### config.mk
export PLATFORM = sky130hd
export DESIGN_NAME = pss_top
export DESIGN_NICKNAME = d
export VERILOG_FILES = /design/src/rtl/pss_pkg.sv /design/src/rtl/pss_arbiter.sv /design/src/rtl/pss_delay_timer.sv /design/src/rtl/pss_seq_core.sv /design/src/rtl/pss_top.sv
export SDC_FILE = /design/constraint.sdc
export NUM_CORES = 1
export LEC_CHECK = 0
export BUFFER_PORTS_ARGS = -buffer_cell sky130_fd_sc_hd__clkbuf_2
export CORE_MARGIN = 3
export CORE_UTILIZATION = 50
export CTS_CLUSTER_SIZE = 12
export DETAILED_ROUTE_END_ITERATION = 16
export PLACE_DENSITY = 0.84
export SYNTH_ARGS = -nofsm -noshare
export SYNTH_HDL_FRONTEND = slang
export SYNTH_SLANG_ARGS = --single-unit
### constraint.sdc
create_clock -name clk_i -period 2.9 [get_ports clk_i]
set_clock_uncertainty 0.05 [all_clocks]
set_input_delay 0.58 -clock clk_i [delete_from_list [all_inputs] [get_ports clk_i]]
set_output_delay 0.58 -clock clk_i [all_outputs]
set_load 0.005 [all_outputs]
### src/rtl/pss_pkg.sv
package pss_pkg;

  typedef enum logic [1:0] {
    OP_INIT    = 2'd0,
    OP_EXIT    = 2'd1,
    OP_PWR_ON  = 2'd2,
    OP_PWR_OFF = 2'd3
  } pss_op_e;

  typedef enum logic [2:0] {
    ST_IDLE,
    ST_PDN_WAIT,
    ST_LOAD,
    ST_LOCK_WAIT,
    ST_EXIT_WAIT,
    ST_RESP
  } pss_state_e;

  // whole cycles for a delay in microseconds, rounded up
  function automatic int unsigned us_to_cycles(int unsigned us, int unsigned khz);
    return (us * khz + 999) / 1000;
  endfunction

endpackage

### src/rtl/pss_arbiter.sv
module pss_arbiter #(
  parameter int unsigned NCH  = 2,
  parameter int unsigned CH_W = 1
) (
  input  logic [NCH-1:0]  req_i,
  input  logic            idle_i,
  input  logic [CH_W-1:0] owner_i,
  output logic            gnt_valid_o,
  output logic [CH_W-1:0] gnt_ch_o,
  output logic [NCH-1:0]  busy_o
);

  assign gnt_valid_o = idle_i & (|req_i);

  // lowest index wins
  always_comb begin
    gnt_ch_o = '0;
    for (int i = NCH - 1; i >= 0; i--) begin
      if (req_i[i]) gnt_ch_o = CH_W'(i);
    end
  end

  for (genvar c = 0; c < NCH; c++) begin : g_busy
    assign busy_o[c] = req_i[c] & ~(~idle_i & (owner_i == CH_W'(c)));
  end

endmodule

### src/rtl/pss_delay_timer.sv
module pss_delay_timer #(
  parameter int unsigned CNT_W = 8
) (
  input  logic             clk_i,
  input  logic             rst_ni,
  input  logic             load_i,
  input  logic [CNT_W-1:0] val_i,
  output logic             expire_o
);

  logic [CNT_W-1:0] cnt_q;
  logic             run_q;

  always_ff @(posedge clk_i or negedge rst_ni) begin
    if (!rst_ni) begin
      cnt_q <= '0;
      run_q <= 1'b0;
    end else if (load_i) begin
      cnt_q <= val_i;
      run_q <= 1'b1;
    end else if (run_q) begin
      if (cnt_q == '0) run_q <= 1'b0;
      else             cnt_q <= cnt_q - CNT_W'(1);
    end
  end

  assign expire_o = run_q & (cnt_q == '0);

  assert_timer_steps_R11: assert property (@(posedge clk_i) disable iff (!rst_ni)
    (run_q && cnt_q != '0 && !load_i) |=> (cnt_q == $past(cnt_q) - CNT_W'(1)));

endmodule

### src/rtl/pss_seq_core.sv
module pss_seq_core
  import pss_pkg::*;
#(
  parameter int unsigned NCH      = 2,
  parameter int unsigned CH_W     = 1,
  parameter int unsigned NPORT    = 2,
  parameter int unsigned IDX_W    = 2,
  parameter int unsigned CFG_W    = 32,
  parameter int unsigned CNT_W    = 8,
  parameter int unsigned PDN_CYC  = 5,
  parameter int unsigned LOCK_CYC = 100
) (
  input  logic             clk_i,
  input  logic             rst_ni,
  input  logic             gnt_valid_i,
  input  logic [CH_W-1:0]  gnt_ch_i,
  input  pss_op_e          gnt_op_i,
  input  logic [IDX_W-1:0] gnt_idx_i,
  input  logic [CFG_W-1:0] cfg_i,
  input  logic             pll_stat_i,
  input  logic             tmr_expire_i,
  output logic             tmr_load_o,
  output logic [CNT_W-1:0] tmr_val_o,
  output logic             idle_o,
  output logic [CH_W-1:0]  owner_o,
  output logic [NCH-1:0]   ack_o,
  output logic [NCH-1:0]   err_o,
  output logic             pll_en_o,
  output logic             cfg_load_o,
  output logic [CFG_W-1:0] cfg_o,
  output logic             supply_en_o
);

  pss_state_e       state_q, state_d;
  logic [CH_W-1:0]  owner_q, owner_d;
  logic [IDX_W-1:0] idx_q, idx_d;
  logic [NPORT-1:0] init_q, init_d, pwr_q, pwr_d;
  logic             en_q, en_d, sup_q, sup_d;
  logic [CFG_W-1:0] cfg_q, cfg_d;
  logic [NCH-1:0]   ack_q, ack_d, err_q, err_d;
  logic [NPORT-1:0] req_bit, own_bit, init_left, pwr_left;

  function automatic logic [NPORT-1:0] port_bit(logic [IDX_W-1:0] idx);
    logic [NPORT-1:0] b;
    b = '0;
    for (int i = 0; i < NPORT; i++) if (int'(idx) == i) b[i] = 1'b1;
    return b;
  endfunction

  assign req_bit   = port_bit(gnt_idx_i);
  assign own_bit   = port_bit(idx_q);
  assign init_left = init_q & ~req_bit;
  assign pwr_left  = pwr_q & ~req_bit;

  always_comb begin
    state_d    = state_q;
    owner_d    = owner_q;
    idx_d      = idx_q;
    init_d     = init_q;
    pwr_d      = pwr_q;
    en_d       = en_q;
    sup_d      = sup_q;
    cfg_d      = cfg_q;
    ack_d      = '0;
    err_d      = '0;
    tmr_load_o = 1'b0;
    tmr_val_o  = '0;
    unique case (state_q)
      ST_IDLE: begin
        if (gnt_valid_i) begin
          owner_d = gnt_ch_i;
          idx_d   = gnt_idx_i;
          state_d = ST_RESP;
          ack_d[gnt_ch_i] = 1'b1;
          if (int'(gnt_idx_i) >= NPORT) begin
            err_d[gnt_ch_i] = 1'b1;
          end else begin
            unique case (gnt_op_i)
              OP_INIT: begin
                if (en_q && (|init_q)) begin
                  init_d = init_q | req_bit;
                end else begin
                  ack_d      = '0;
                  en_d       = 1'b0;
                  cfg_d      = cfg_i;
                  tmr_load_o = 1'b1;
                  tmr_val_o  = CNT_W'(PDN_CYC - 1);
                  state_d    = ST_PDN_WAIT;
                end
              end
              OP_EXIT: begin
                init_d = init_left;
                if (~|init_left) begin
                  ack_d      = '0;
                  en_d       = 1'b0;
                  tmr_load_o = 1'b1;
                  tmr_val_o  = CNT_W'(PDN_CYC - 1);
                  state_d    = ST_EXIT_WAIT;
                end
              end
              OP_PWR_ON: begin
                pwr_d = pwr_q | req_bit;
                sup_d = 1'b1;
              end
              default: begin
                pwr_d = pwr_left;
                sup_d = |pwr_left;
              end
            endcase
          end
        end
      end
      ST_PDN_WAIT: if (tmr_expire_i) state_d = ST_LOAD;
      ST_LOAD: begin
        en_d       = 1'b1;
        tmr_load_o = 1'b1;
        tmr_val_o  = CNT_W'(LOCK_CYC - 1);
        state_d    = ST_LOCK_WAIT;
      end
      ST_LOCK_WAIT: begin
        if (tmr_expire_i) begin
          state_d = ST_RESP;
          ack_d[owner_q] = 1'b1;
          if (pll_stat_i) init_d = init_q | own_bit;
          else            err_d[owner_q] = 1'b1;
        end
      end
      ST_EXIT_WAIT: begin
        if (tmr_expire_i) begin
          state_d = ST_RESP;
          ack_d[owner_q] = 1'b1;
          err_d[owner_q] = pll_stat_i;
        end
      end
      ST_RESP: state_d = ST_IDLE;
      default: state_d = ST_IDLE;
    endcase
  end

  always_ff @(posedge clk_i or negedge rst_ni) begin
    if (!rst_ni) begin
      state_q <= ST_IDLE;
      owner_q <= '0;
      idx_q   <= '0;
      init_q  <= '0;
      pwr_q   <= '0;
      en_q    <= 1'b0;
      sup_q   <= 1'b0;
      cfg_q   <= '0;
      ack_q   <= '0;
      err_q   <= '0;
    end else begin
      state_q <= state_d;
      owner_q <= owner_d;
      idx_q   <= idx_d;
      init_q  <= init_d;
      pwr_q   <= pwr_d;
      en_q    <= en_d;
      sup_q   <= sup_d;
      cfg_q   <= cfg_d;
      ack_q   <= ack_d;
      err_q   <= err_d;
    end
  end

  assign idle_o      = (state_q == ST_IDLE);
  assign owner_o     = owner_q;
  assign ack_o       = ack_q;
  assign err_o       = err_q;
  assign pll_en_o    = en_q;
  assign cfg_load_o  = (state_q == ST_LOAD);
  assign cfg_o       = cfg_q;
  assign supply_en_o = sup_q;

  assert_load_while_off_R2: assert property (@(posedge clk_i) disable iff (!rst_ni)
    cfg_load_o |-> !pll_en_o);
  assert_en_after_load_R2: assert property (@(posedge clk_i) disable iff (!rst_ni)
    cfg_load_o |=> pll_en_o);
  assert_init_needs_en_R3: assert property (@(posedge clk_i) disable iff (!rst_ni)
    (|init_q) |-> en_q);
  assert_supply_tracks_R8: assert property (@(posedge clk_i) disable iff (!rst_ni)
    sup_q == (|pwr_q));
  assert_err_only_with_ack_R9: assert property (@(posedge clk_i) disable iff (!rst_ni)
    (err_o & ~ack_o) == '0);
  assert_one_ack_R10: assert property (@(posedge clk_i) disable iff (!rst_ni)
    $onehot0(ack_o));

endmodule

### src/rtl/pss_top.sv
module pss_top
  import pss_pkg::*;
#(
  parameter int unsigned NCH     = 2,
  parameter int unsigned NPORT   = 2,
  parameter int unsigned IDX_W   = 2,
  parameter int unsigned CFG_W   = 32,
  parameter int unsigned CLK_KHZ = 100000,
  parameter int unsigned PDN_US  = 5,
  parameter int unsigned LOCK_US = 100
) (
  input  logic                   clk_i,
  input  logic                   rst_ni,
  input  logic [NCH-1:0]         req_i,
  input  logic [2*NCH-1:0]       op_i,
  input  logic [IDX_W*NCH-1:0]   idx_i,
  input  logic [CFG_W-1:0]       cfg_i,
  input  logic                   pll_stat_i,
  output logic [NCH-1:0]         ack_o,
  output logic [NCH-1:0]         err_o,
  output logic [NCH-1:0]         busy_o,
  output logic                   pll_en_o,
  output logic                   cfg_load_o,
  output logic [CFG_W-1:0]       cfg_o,
  output logic                   supply_en_o
);

  localparam int unsigned CH_W     = (NCH > 1) ? $clog2(NCH) : 1;
  localparam int unsigned PDN_CYC  = us_to_cycles(PDN_US, CLK_KHZ);
  localparam int unsigned LOCK_CYC = us_to_cycles(LOCK_US, CLK_KHZ);
  localparam int unsigned MAX_CYC  = (PDN_CYC > LOCK_CYC) ? PDN_CYC : LOCK_CYC;
  localparam int unsigned CNT_W    = $clog2(MAX_CYC + 1);

  logic             idle, gnt_valid, tmr_load, tmr_expire;
  logic [CH_W-1:0]  gnt_ch, owner;
  logic [CNT_W-1:0] tmr_val;
  pss_op_e          gnt_op;
  logic [IDX_W-1:0] gnt_idx;

  assign gnt_op  = pss_op_e'(op_i[int'(gnt_ch)*2 +: 2]);
  assign gnt_idx = idx_i[int'(gnt_ch)*IDX_W +: IDX_W];

  pss_arbiter #(.NCH(NCH), .CH_W(CH_W)) u_arb (
    .req_i       (req_i),
    .idle_i      (idle),
    .owner_i     (owner),
    .gnt_valid_o (gnt_valid),
    .gnt_ch_o    (gnt_ch),
    .busy_o      (busy_o)
  );

  pss_delay_timer #(.CNT_W(CNT_W)) u_tmr (
    .clk_i    (clk_i),
    .rst_ni   (rst_ni),
    .load_i   (tmr_load),
    .val_i    (tmr_val),
    .expire_o (tmr_expire)
  );

  pss_seq_core #(
    .NCH(NCH), .CH_W(CH_W), .NPORT(NPORT), .IDX_W(IDX_W), .CFG_W(CFG_W),
    .CNT_W(CNT_W), .PDN_CYC(PDN_CYC), .LOCK_CYC(LOCK_CYC)
  ) u_core (
    .clk_i        (clk_i),
    .rst_ni       (rst_ni),
    .gnt_valid_i  (gnt_valid),
    .gnt_ch_i     (gnt_ch),
    .gnt_op_i     (gnt_op),
    .gnt_idx_i    (gnt_idx),
    .cfg_i        (cfg_i),
    .pll_stat_i   (pll_stat_i),
    .tmr_expire_i (tmr_expire),
    .tmr_load_o   (tmr_load),
    .tmr_val_o    (tmr_val),
    .idle_o       (idle),
    .owner_o      (owner),
    .ack_o        (ack_o),
    .err_o        (err_o),
    .pll_en_o     (pll_en_o),
    .cfg_load_o   (cfg_load_o),
    .cfg_o        (cfg_o),
    .supply_en_o  (supply_en_o)
  );

  // a lower-priority grant only when channel 0 is not asking
  assert_prio_ch0_R10: assert property (@(posedge clk_i) disable iff (!rst_ni)
    (gnt_valid && gnt_ch != '0) |-> !req_i[0]);

endmodule

==> results.md, run 1 <==
* Status: completed
* Largest family of logic cells by synthesized area: simple AND/OR/NAND/NOR gates
* Tcrit/Tclk final at 0.8614
* RSZ-0062 raised after global routing: false
* Slew Limit Fails at 0
* Top-level port count at between 80 and 90
* Avg Vias per Cell at approximately 5.6
* Count of different cell masters after synthesis at a little over 60
* Met3 GRT Util at 0.06019
* Simple-Gate Fraction of Synth Area at 0.1673
* CP required at about 2.3 ns
* PD cells at 477.5 nW/um^2
* Initial antenna violation count at 0
* Synth Register Bits at 63
* Antenna cell count at 0
* Clk_lat worst skew at 0.33 ns
* Max Cap Viol at 0
* Most common cell after layout, fill and taps aside: clkbuf_2
* Drt first pass iters at 4
* Worst Path Max Fanout at 12
* Fraction of layout cells with a size suffix above 1 at 0.4069
* Worst-Margin Slew at around 0.8 ns
* Crit path DAT at roughly 1.9 ns
* Synthesized cell area at around 3100 um^2
* Clock root buffer: clkbuf_8
* Maximum VDD drop at about 0.00025 V
* Most frequent cells in the layout: clkbuf_2, dfrtp_1, mux2_2
* HP Class: in -> async
* Pre-CTS WS at ~0.2 ns
* Final Hold Vio Count at 0
* Leak Pwr at approximately 1.9 nW
* # placed instances at approximately 440
* Number of global-route vias before repair at between 2000 and 3000
* Largest net degree at the start of global routing at 64
* Final setup TNS at 0 ns
* Clk pin slew, worst setup/hold paths at approximately 0.07 ns
* Routed WL at 6852 um
* Sequential area share after synthesis at 0.5006
* Post-route ant nets at 0
* Compound-gate portion of the synthesized area at 0.1240
* Synthesized-area fraction occupied by adder cells at 0.003973
* CTS Buf Count at 9
* EDFF count, synth at 0
* H-tree depth at 3
* Gpl congestion at approximately 0.85
* Hold-fix buffers at CTS at 0
* Final nets at around 420
* Main flop type after synthesis: dfrtp_1
* Grt met2 use at 0.3192
* Total gr overflow at 0
* Worst rel slew slack at 0.4723
* Initial core utilization at 0.5226
* XOR/XNOR share of the synthesized area at 0.02225
* Multiplexer share of the synthesized area at 0.1510
* Crit path capture type: primary output
* Non-Filler Instances at ~450
* PostCTS Resize Cnt at 0
* Detail-routed net length per standard cell at roughly 15 um
* DP HPWL at approximately 5000 um
* Overall Global Routing Usage at 0.2020
* M1 GR Usage at 0.2593
* Via count at 2545
* Die area at between 7000 and 8000 um^2
* Die Span X at between 80 and 90 um
* Clk buf depth at 2
* TritonCTS clock tree: built
* Endpoints failing setup at 0
* Async S/R FF share, synth at 1.000
* Fillers at about 500
* Syn_area_per_cell at 11.09 um^2
* Die height at between 80 and 90 um
* Port bufs at 85
* Gr busiest metal: met2
* Area growth, synth to finish at 22.57%
* Post-layout util at 0.6406
* Final routed DRC violation total at 0
* CP startpoint kind: flop
* First-pass GRT wire length at approximately 12000 um
* Core Region at 6026 um^2
* Row count at 28
* Max Freq at roughly 0.40 GHz
* Final WS setup at a little over 0.4 ns
* 1st-iter DRT viols at 178
* Mapped Cells at 284
* CTS Sinks at 63
* Min Clock Period, post-route at 2.498 ns
* Postcts setup bufs at 0
* WHS at 0.3576 ns
* Yosys warnings at 0
* Worst setup path class: reg -> out
* Mapped Nets at 330
logic make-up (layout without fill, tap and decap cells):
| logic type | after synthesis | after routing |
|---|---|---|
| muxes | 43 | 43 |
| DFF | 63 | 63 |
| AOI/OAI and AO/OA | 57 | 57 |
| xor gates and xnor gates | 8 | 8 |
| and+or+nand+nor | 91 | 91 |
| adders and majority gates | 1 | 1 |
| buffers and inverters | 21 | 113 |
cell type report:
cell class | count | area [um^2] | share of cell area
Clock buffer | 10 | 127.6 | 0.03306
Tap cell | 75 | 93.84 | 0.02431
Clock inverter | 6 | 85.08 | 0.02204
Multi-Input combinational cell | 200 | 1475 | 0.3822
Inverter | 7 | 26.28 | 0.006807
Timing Repair Buffer | 90 | 475.5 | 0.1232
Sequential cell | 63 | 1577 | 0.4084
per-layer routing:
layer  part of all wire  up-vias
met4              0.012        0
met5                  0        -
met1               0.43     1215
li1                   -     1218
met2               0.47      102
met3              0.095       10
registers in the layout, indices dropped and copies added (netlist names), 2 cells and up, named ones only:
| name | count |
|---|---|
| u_core.cfg_o | 32 |
| u_core.ack_o | 2 |
| u_core.err_o | 2 |
| u_tmr.cnt_q | 14 |
| u_core.idx_q | 2 |
| u_core.state_q | 3 |
stage by stage:
stage / cell area (um^2) / power [mW]
2_1_floorplan: 3149 / 0.9711
3_3_place_gp: 3647 / 1.044
3_5_place_dp: 3647 / 1.048
4_1_cts: 3860 / 1.864
5_1_grt: 3860 / 1.922
6_report: 3860 / 1.843
critical path, cell delays in order, from the launching register on:
cell and delay, ns:
dfrtp_1 0.50, or3b_2 0.64, clkinv_1 0.23, clkbuf_2 0.16
cells in the mapped netlist, types with 2 or more instances:
| library cell | instances | area [um^2] |
|---|---|---|
| nand2_1 | 15 | 56.30 |
| nor3_1 | 7 | 35.03 |
| or2_2 | 2 | 12.51 |
| xnor2_1 | 6 | 52.55 |
| nand3_1 | 6 | 30.03 |
| nor4bb_1 | 2 | 20.02 |
| a311oi_1 | 2 | 17.52 |
| clkbuf_1 | 5 | 18.77 |
| nand2b_1 | 7 | 43.79 |
| inv_1 | 6 | 22.52 |
| nor3_2 | 2 | 20.02 |
| buf_4 | 3 | 22.52 |
| o22ai_1 | 2 | 12.51 |
| o21bai_1 | 2 | 15.01 |
| mux2_2 | 35 | 394.1 |
| buf_2 | 6 | 30.03 |
| nor2_1 | 24 | 90.09 |
| a21boi_0 | 2 | 15.01 |
| a211oi_1 | 6 | 45.04 |
| or4_1 | 5 | 37.54 |
| dfrtp_1 | 63 | 1577 |
| xor2_1 | 2 | 17.52 |
| nor4_1 | 2 | 12.51 |
| a21oi_1 | 13 | 65.06 |
| o21ai_0 | 13 | 65.06 |
| nor2b_1 | 3 | 18.77 |
| nor4b_1 | 2 | 17.52 |
| mux2i_1 | 7 | 70.07 |
where the power goes:
part	total, mW	internal (mW)	switching [mW]	leakage (nW)
clock network	0.813	0.481	0.332	0.102
logic	0.125	0.0575	0.0671	0.967
registers	0.906	0.895	0.0113	0.806
total	1.84	1.43	0.410	1.88
final timing paths:
check	start	endpoint	slack, ns	depth (start not counted)
worst min-delay path	rst_ni	u_core.cfg_o[6]	0.36	2
max in group asynchronous	rst_ni	async pin	1.91	2
worst min register to register	u_core.cfg_o[24]	u_core.cfg_o[24]	0.45	1
min in group clk_i	cfg_i[24]	u_core.cfg_o[24]	0.42	2
worst max register to register	u_tmr.cnt_q[0]	u_tmr.cnt_q[0]	0.57	7
worst max-delay path	u_core.state_q[2]	cfg_load_o	0.40	3
Note: power is estimated with default switching activity, not from simulation.
==> run 2, diff against run 1 <==
--- a/config.mk
+++ b/config.mk
@@ -7,10 +7,11 @@
 export LEC_CHECK = 0
 export BUFFER_PORTS_ARGS = -buffer_cell sky130_fd_sc_hd__clkbuf_2
 export CORE_MARGIN = 3
-export CORE_UTILIZATION = 50
+export CORE_UTILIZATION = 53
 export CTS_CLUSTER_SIZE = 12
 export DETAILED_ROUTE_END_ITERATION = 16
-export PLACE_DENSITY = 0.84
+export PLACE_DENSITY = 0.87
 export SYNTH_ARGS = -nofsm -noshare
 export SYNTH_HDL_FRONTEND = slang
+export SYNTH_HIERARCHICAL = 1
 export SYNTH_SLANG_ARGS = --single-unit
==> run 2 against run 1 <==
Compared with the run above:
- global-route usage about the same
- area after synthesis increased by 7.0%
- utilization increased by 2.7 points
- clock-buffer cell count unchanged
- critical path depth increased by 8
- total power increased by 78%
- hold slack got worse by 0.022 ns
- worst setup slack improved by 0.014 ns
- clock power increased by 13%
- die area increased by 0.90%
- largest cell class unchanged
==> results.md, run 2 <==
* TritonCTS clock tree: built
* H-tree depth at 3
* Die height at between 80 and 90 um
* Yosys warnings at 6
* Number of global-route vias before repair at 2476
* Crit path DAT at between 2 and 3 ns
* Most common cell after layout, fill and taps aside: clkbuf_2
* CP required at between 3 and 4 ns
* Top cells by area, synth: dfrtp_1, mux2_4, mux2_2
* Max reg flops at 32
* Mapped Cells at a little under 300
* Synth Register Bits at 63
* Fillers at 438
* Pwr Total at 3.288 mW
* PostCTS Resize Cnt at 0
* Via count at 2514
* EDFF count, synth at 0
* Fraction of layout cells with a size suffix above 1 at 0.4316
* Clk_lat worst skew at around 0.34 ns
* Max Freq at between 0.4 and 0.5 GHz
* Gpl congestion at approximately 0.84
* Slew Limit Fails at 0
* Reg2Reg Depth at 10
* Count of different cell masters after synthesis at 60
* Top-level port count at between 80 and 90
* Core Region at between 6000 and 7000 um^2
* CTS Buf Count at 9
* Crit path capture: u_tmr/cnt_q[13]
* Critical path origin: req_i[0]
* Avg Vias per Cell at 5.525
* HP Class: in -> async
* CTS Sinks at 63
* Min Clock Period, post-route at between 2 and 2.5 ns
* Clk pin slew, worst setup/hold paths at ~0.070 ns
* Antenna cell count at 0
* Crit path capture type: flop
* Syn_area_per_cell at about 12 um^2
* Leak Pwr at 1.968 nW
* Final Hold Vio Count at 0
* Endpoints failing setup at 0
* Row count at 28
* Largest net degree at the start of global routing at 64
* Worst rel slew slack at 0.4903
* Post-layout util at 0.6680
* Postcts setup bufs at 0
* Final nets at about 420
* Register area at around 1600 um^2
* Worst r2r src: u_core/state_q[2]
* Commonest cells post-synth: dfrtp_1, mux2_4, nand2_1
* Sequential area share after synthesis at 0.4677
* Worst setup path class: in -> reg
* Status: completed
* PD cells at approximately 820 nW/um^2
* Final setup TNS at 0 ns
* CP startpoint kind: input port
* Synthesized cell area at 3371 um^2
* Area growth, synth to finish at 19.41%
* First-pass GRT wire length at 11710 um
* Initial antenna violation count at 0
* Footprint of the multi-input gates at around 1600 um^2
* Worst-Margin Slew at 0.7646 ns
* Die Span X at between 80 and 90 um
* DP HPWL at 5062 um
* Clk buf depth at 2
* Reg2Reg Setup Slack at roughly 0.49 ns
* Worst r2r dst: u_tmr/cnt_q[13]
* Die area at 7353 um^2
* Port bufs at 85
* Hold-fix buffers at CTS at 0
* Most frequent cells in the layout: clkbuf_2, dfrtp_1, mux2_4
* Max Cap Viol at 0
* Initial core utilization at 0.5594
* Yosys top cell area share at 0.4677
* 1st-iter DRT viols at 96
* Most frequent cell after synthesis: dfrtp_1
* Main flop type after synthesis: dfrtp_1
* Detail-routed net length per standard cell at approximately 16 um
* Drt first pass iters at 4
* Overall Global Routing Usage at 0.2022
* Worst Path Max Fanout at 9
* WHS at 0.3359 ns
* Synth area leader: dfrtp_1
* Post-route ant nets at 0
* Tcrit/Tclk final at 0.8566
* Routed WL at roughly 7200 um
* RSZ-0062 raised after global routing: false
* Maximum VDD drop at ~0.00040 V
* Async S/R FF share, synth at 1.000
* Final routed DRC violation total at 0
* Clock root buffer: clkbuf_8
* Total gr overflow at 0
-- run 2: cell count changes after synthesis, moves of 6 or more --
cell / before / now
mux2_2: 35 / 9
nand2_1: 15 / 22
mux2_4: 0 / 30
a31oi_1: 0 / 9
buf_4: 3 / 12
nor3_1: 7 / 1
-- run 2: worst max-delay path, cell delays in order --
cell,delay [ns]
clkbuf_2,0.10
and2b_2,0.31
mux2_2,0.45
nor2_4,0.19
nand3_1,0.17
a21oi_1,0.23
or2_2,0.15
inv_1,0.12
buf_4,0.19
nor2_1,0.10
a31oi_1,0.05
-- run 2: through the flow --
stage / setup WS, ns / instances / cell area [um^2]
6_report: 0.4159 / 455 / 4025
5_1_grt: 0.3003 / 455 / 4025
4_1_cts: 0.4610 / 455 / 4025
3_5_place_dp: 0.1147 / 439 / 3789
3_3_place_gp: 0.2389 / 439 / 3789
2_1_floorplan: 0.1168 / 293 / 3374
-- run 2: area by class of cell --
cell class | instances | area share
clock inverters | 6 | 0.02704
well taps | 75 | 0.02331
repair buffers | 96 | 0.1293
flip-flops and latches | 63 | 0.3917
clock buffers | 10 | 0.03171
inverters | 7 | 0.006528
multi-input cells | 198 | 0.3904
-- run 2: metal layers --
metal	wire length, um	GRT usage	up-vias
met5	0	0	-
met3	486	0.05187	11
met2	3441	0.3213	95
met1	3116	0.2622	1200
li1	-	-	1208
met4	124	0.08777	0
-- run 2: cell families after synthesis --
| group | count (synthesis) | synth area share |
|---|---|---|
| AND/OR/NAND/NOR | 96 | 0.1756 |
| flip-flops | 63 | 0.4677 |
| AO/OA/AOI/OAI | 55 | 0.1073 |
| multiplexers | 41 | 0.1696 |
| buffers and inverters | 32 | 0.06719 |
| XOR/XNOR | 3 | 0.007797 |
| adder cells (fa/ha/maj) | 1 | 0.003711 |
| other | 1 | 0.001113 |
-- run 2: worst min-delay path by stage --
stage	startpoint	cells past startpoint	to	slack, ns
6_report	rst_ni	2	u_core/cfg_o[4]	0.34
5_1_grt	rst_ni	2	u_core/cfg_o[4]	0.40
4_1_cts	rst_ni	2	u_core/cfg_o[11]	0.37
3_5_place_dp	u_core/cfg_o[28]	1	u_core/cfg_o[28]	0.44
3_3_place_gp	u_core/supply_en_o	1	u_core/supply_en_o	0.41
2_1_floorplan	rst_ni	0	async pin	0.23
-- run 2: power by group --
group	switching (mW)	leakage [nW]	internal (mW)
combinational	0.426	1.04	0.531
sequential	0.257	0.811	1.16
clock	0.345	0.120	0.570
total	1.03	1.97	2.26
==> run 3, diff against run 2 <==
==> constraint.sdc (replaced) <==
create_clock -name clk_i -period 2.4 [get_ports clk_i]
set_clock_uncertainty 0.05 [all_clocks]
set_input_delay 0.48 -clock clk_i [delete_from_list [all_inputs] [get_ports clk_i]]
set_output_delay 0.48 -clock clk_i [all_outputs]
set_load 0.005 [all_outputs]
==> run 3 against run 2 <==
Compared with the run above:
- sequential share of layout area is 1.1 points lower
- register-to-register slack got worse by 0.30 ns
- clock power grew 0.4%
- non-clock buffer count up 15
- clock-buffer cell count fell by 1
- critical path type is now reg -> reg
- critical endpoint unchanged
- largest cell class is now multi-input combinational cells
==> results.md, run 3 (synthesis results as in run 2) <==
* Final Hold Vio Count at 0
* Leak Pwr at around 2 nW
* Most frequent cells in the layout: clkbuf_2, dfrtp_1, mux2_4
* Maximum VDD drop at 0.0005045 V
* # placed instances at 452
* Initial core utilization at 0.5594
* WP depth at 4
* Gpl congestion at approximately 0.85
* CP required at 2.62 ns
* Min Clock Period, post-route at 2.207 ns
* Final nets at ~440
* Slew Limit Fails at 0
* Die height at 85.75 um
* CP Cell Sequence: or4_1 > or3_1 > or4b_1 > a31oi_1
* Crit path DAT at 2.42 ns
* Area growth, synth to finish at 22.79%
* Core Region at about 6000 um^2
* Total gr overflow at 0
* Non-Filler Instances at 470
* Register area at 1577 um^2
* Number of global-route vias before repair at 2659
* Clock root buffer: clkbuf_8
* DP HPWL at between 5000 and 6000 um
* CP max stage cell: or4_1
* First-pass GRT wire length at between 10000 and 15000 um
* H-tree depth at 3
* Worst setup path class: reg -> reg
* Fraction of layout cells with a size suffix above 1 at 0.4658
* Post-route ant nets at 0
* Avg Vias per Cell at 5.721
* Row count at 28
* Tcrit/Tclk final at 0.9197
* Footprint of the multi-input gates at approximately 1600 um^2
* Pre-CTS WS at -0.04671 ns
* Max Freq at about 0.45 GHz
* Port bufs at 85
* Largest net degree at the start of global routing at 40
* Worst-Margin Slew at about 0.63 ns
* Die Span X at between 80 and 90 um
* Overall Global Routing Usage at 0.2211
* Antenna cell count at 0
* Clk buf depth at 2
* Crit path capture type: flop
* Worst rel slew slack at 0.5777
* Routed WL at 7893 um
* CP top delay family: simple AND/OR/NAND/NOR gates
* Drt first pass iters at 5
* TritonCTS clock tree: built
* CP startpoint kind: flop
* Placement Cell Area at ~3900 um^2
* HP Class: in -> async
* Die area at approximately 7400 um^2
* Clk pin slew, worst setup/hold paths at 0.07 ns
* Clk_lat worst skew at around 0.35 ns
* Initial antenna violation count at 0
* Worst Path Max Fanout at 5
* PD cells at between 900 and 1000 nW/um^2
* Via count at approximately 2700
* CP peak stage delay at 0.58 ns
* WHS at 0.08760 ns
* Status: completed
* 1st-iter DRT viols at 170
* Fillers at between 300 and 400
* CTS Sinks at 63
* RSZ-0062 raised after global routing: false
* Final instance area at about 4100 um^2
* Endpoints failing setup at 0
* CTS Buf Count at 9
* Worst Path Buf+Inv at 0
* Max Cap Viol at 0
* Final WS setup at 0.1928 ns
* Pwr Total at roughly 3.9 mW
* Reg2Reg Depth at 4
* Top-level port count at 86
* Final routed DRC violation total at 0
* Hold-fix buffers at CTS at 0
* Detail-routed net length per standard cell at about 17 um
* Max reg flops at 32
* Most common cell after layout, fill and taps aside: clkbuf_2
## run 3: repair_timing
action,in CTS,in global routing
resized for setup,0,1
setup buffers,0,2
setup endpoints to repair,0,3
## run 3: path summary, 6_finish.rpt
kind / from / to / slack (ns)
worst max register to register: u_tmr/cnt_q[6] / u_tmr/cnt_q[13] / 0.19
worst min register to register: u_core/supply_en_o / u_core/supply_en_o / 0.45
min in group clk_i: cfg_i[24] / u_core/cfg_o[24] / 0.31
worst min-delay path: rst_ni / u_core/cfg_o[11] / 0.09
worst max-delay path: u_tmr/cnt_q[6] / u_tmr/cnt_q[13] / 0.19
max in group asynchronous: rst_ni / async pin / 1.59
## run 3: worst register-to-register path: cells and delay by family (launching register included)
| family | cells | cell delay (ns) |
|---|---|---|
| AO/OA/AOI/OAI | 1 | 0.16 |
| flip-flops | 1 | 0.43 |
| AND/OR/NAND/NOR | 3 | 1.49 |
## run 3: final cells by class
cell class | instances | share of cell area
clock buffers | 9 | 0.02993
clock inverters | 7 | 0.01784
inverters | 7 | 0.006953
multi-input cells | 198 | 0.3857
flip-flops and latches | 63 | 0.3809
well taps | 75 | 0.02267
repair buffers | 111 | 0.1560
## run 3: through the flow
| step | setup TNS (ns) | util |
|---|---|---|
| final | 0 | 0.6869 |
| after global routing | 0 | 0.6869 |
| after CTS | 0 | 0.6840 |
| after detailed placement | -0.4932 | 0.6512 |
| after global placement | -0.01146 | 0.6512 |
| after floorplan | 0 | - |
## run 3: power breakdown
part	switching [mW]	internal, mW	total [mW]
combinational	0.560	0.678	1.24
sequential	0.298	1.40	1.70
clock	0.438	0.480	0.919
## run 3: per-layer routing
metal / vias up / track usage / wire length (um)
met5: - / 0 / 0
met4: 0 / 0.1036 / 232
met3: 25 / 0.05764 / 614
met2: 130 / 0.3828 / 3909
met1: 1287 / 0.2551 / 3137
li1: 1247 / - / -
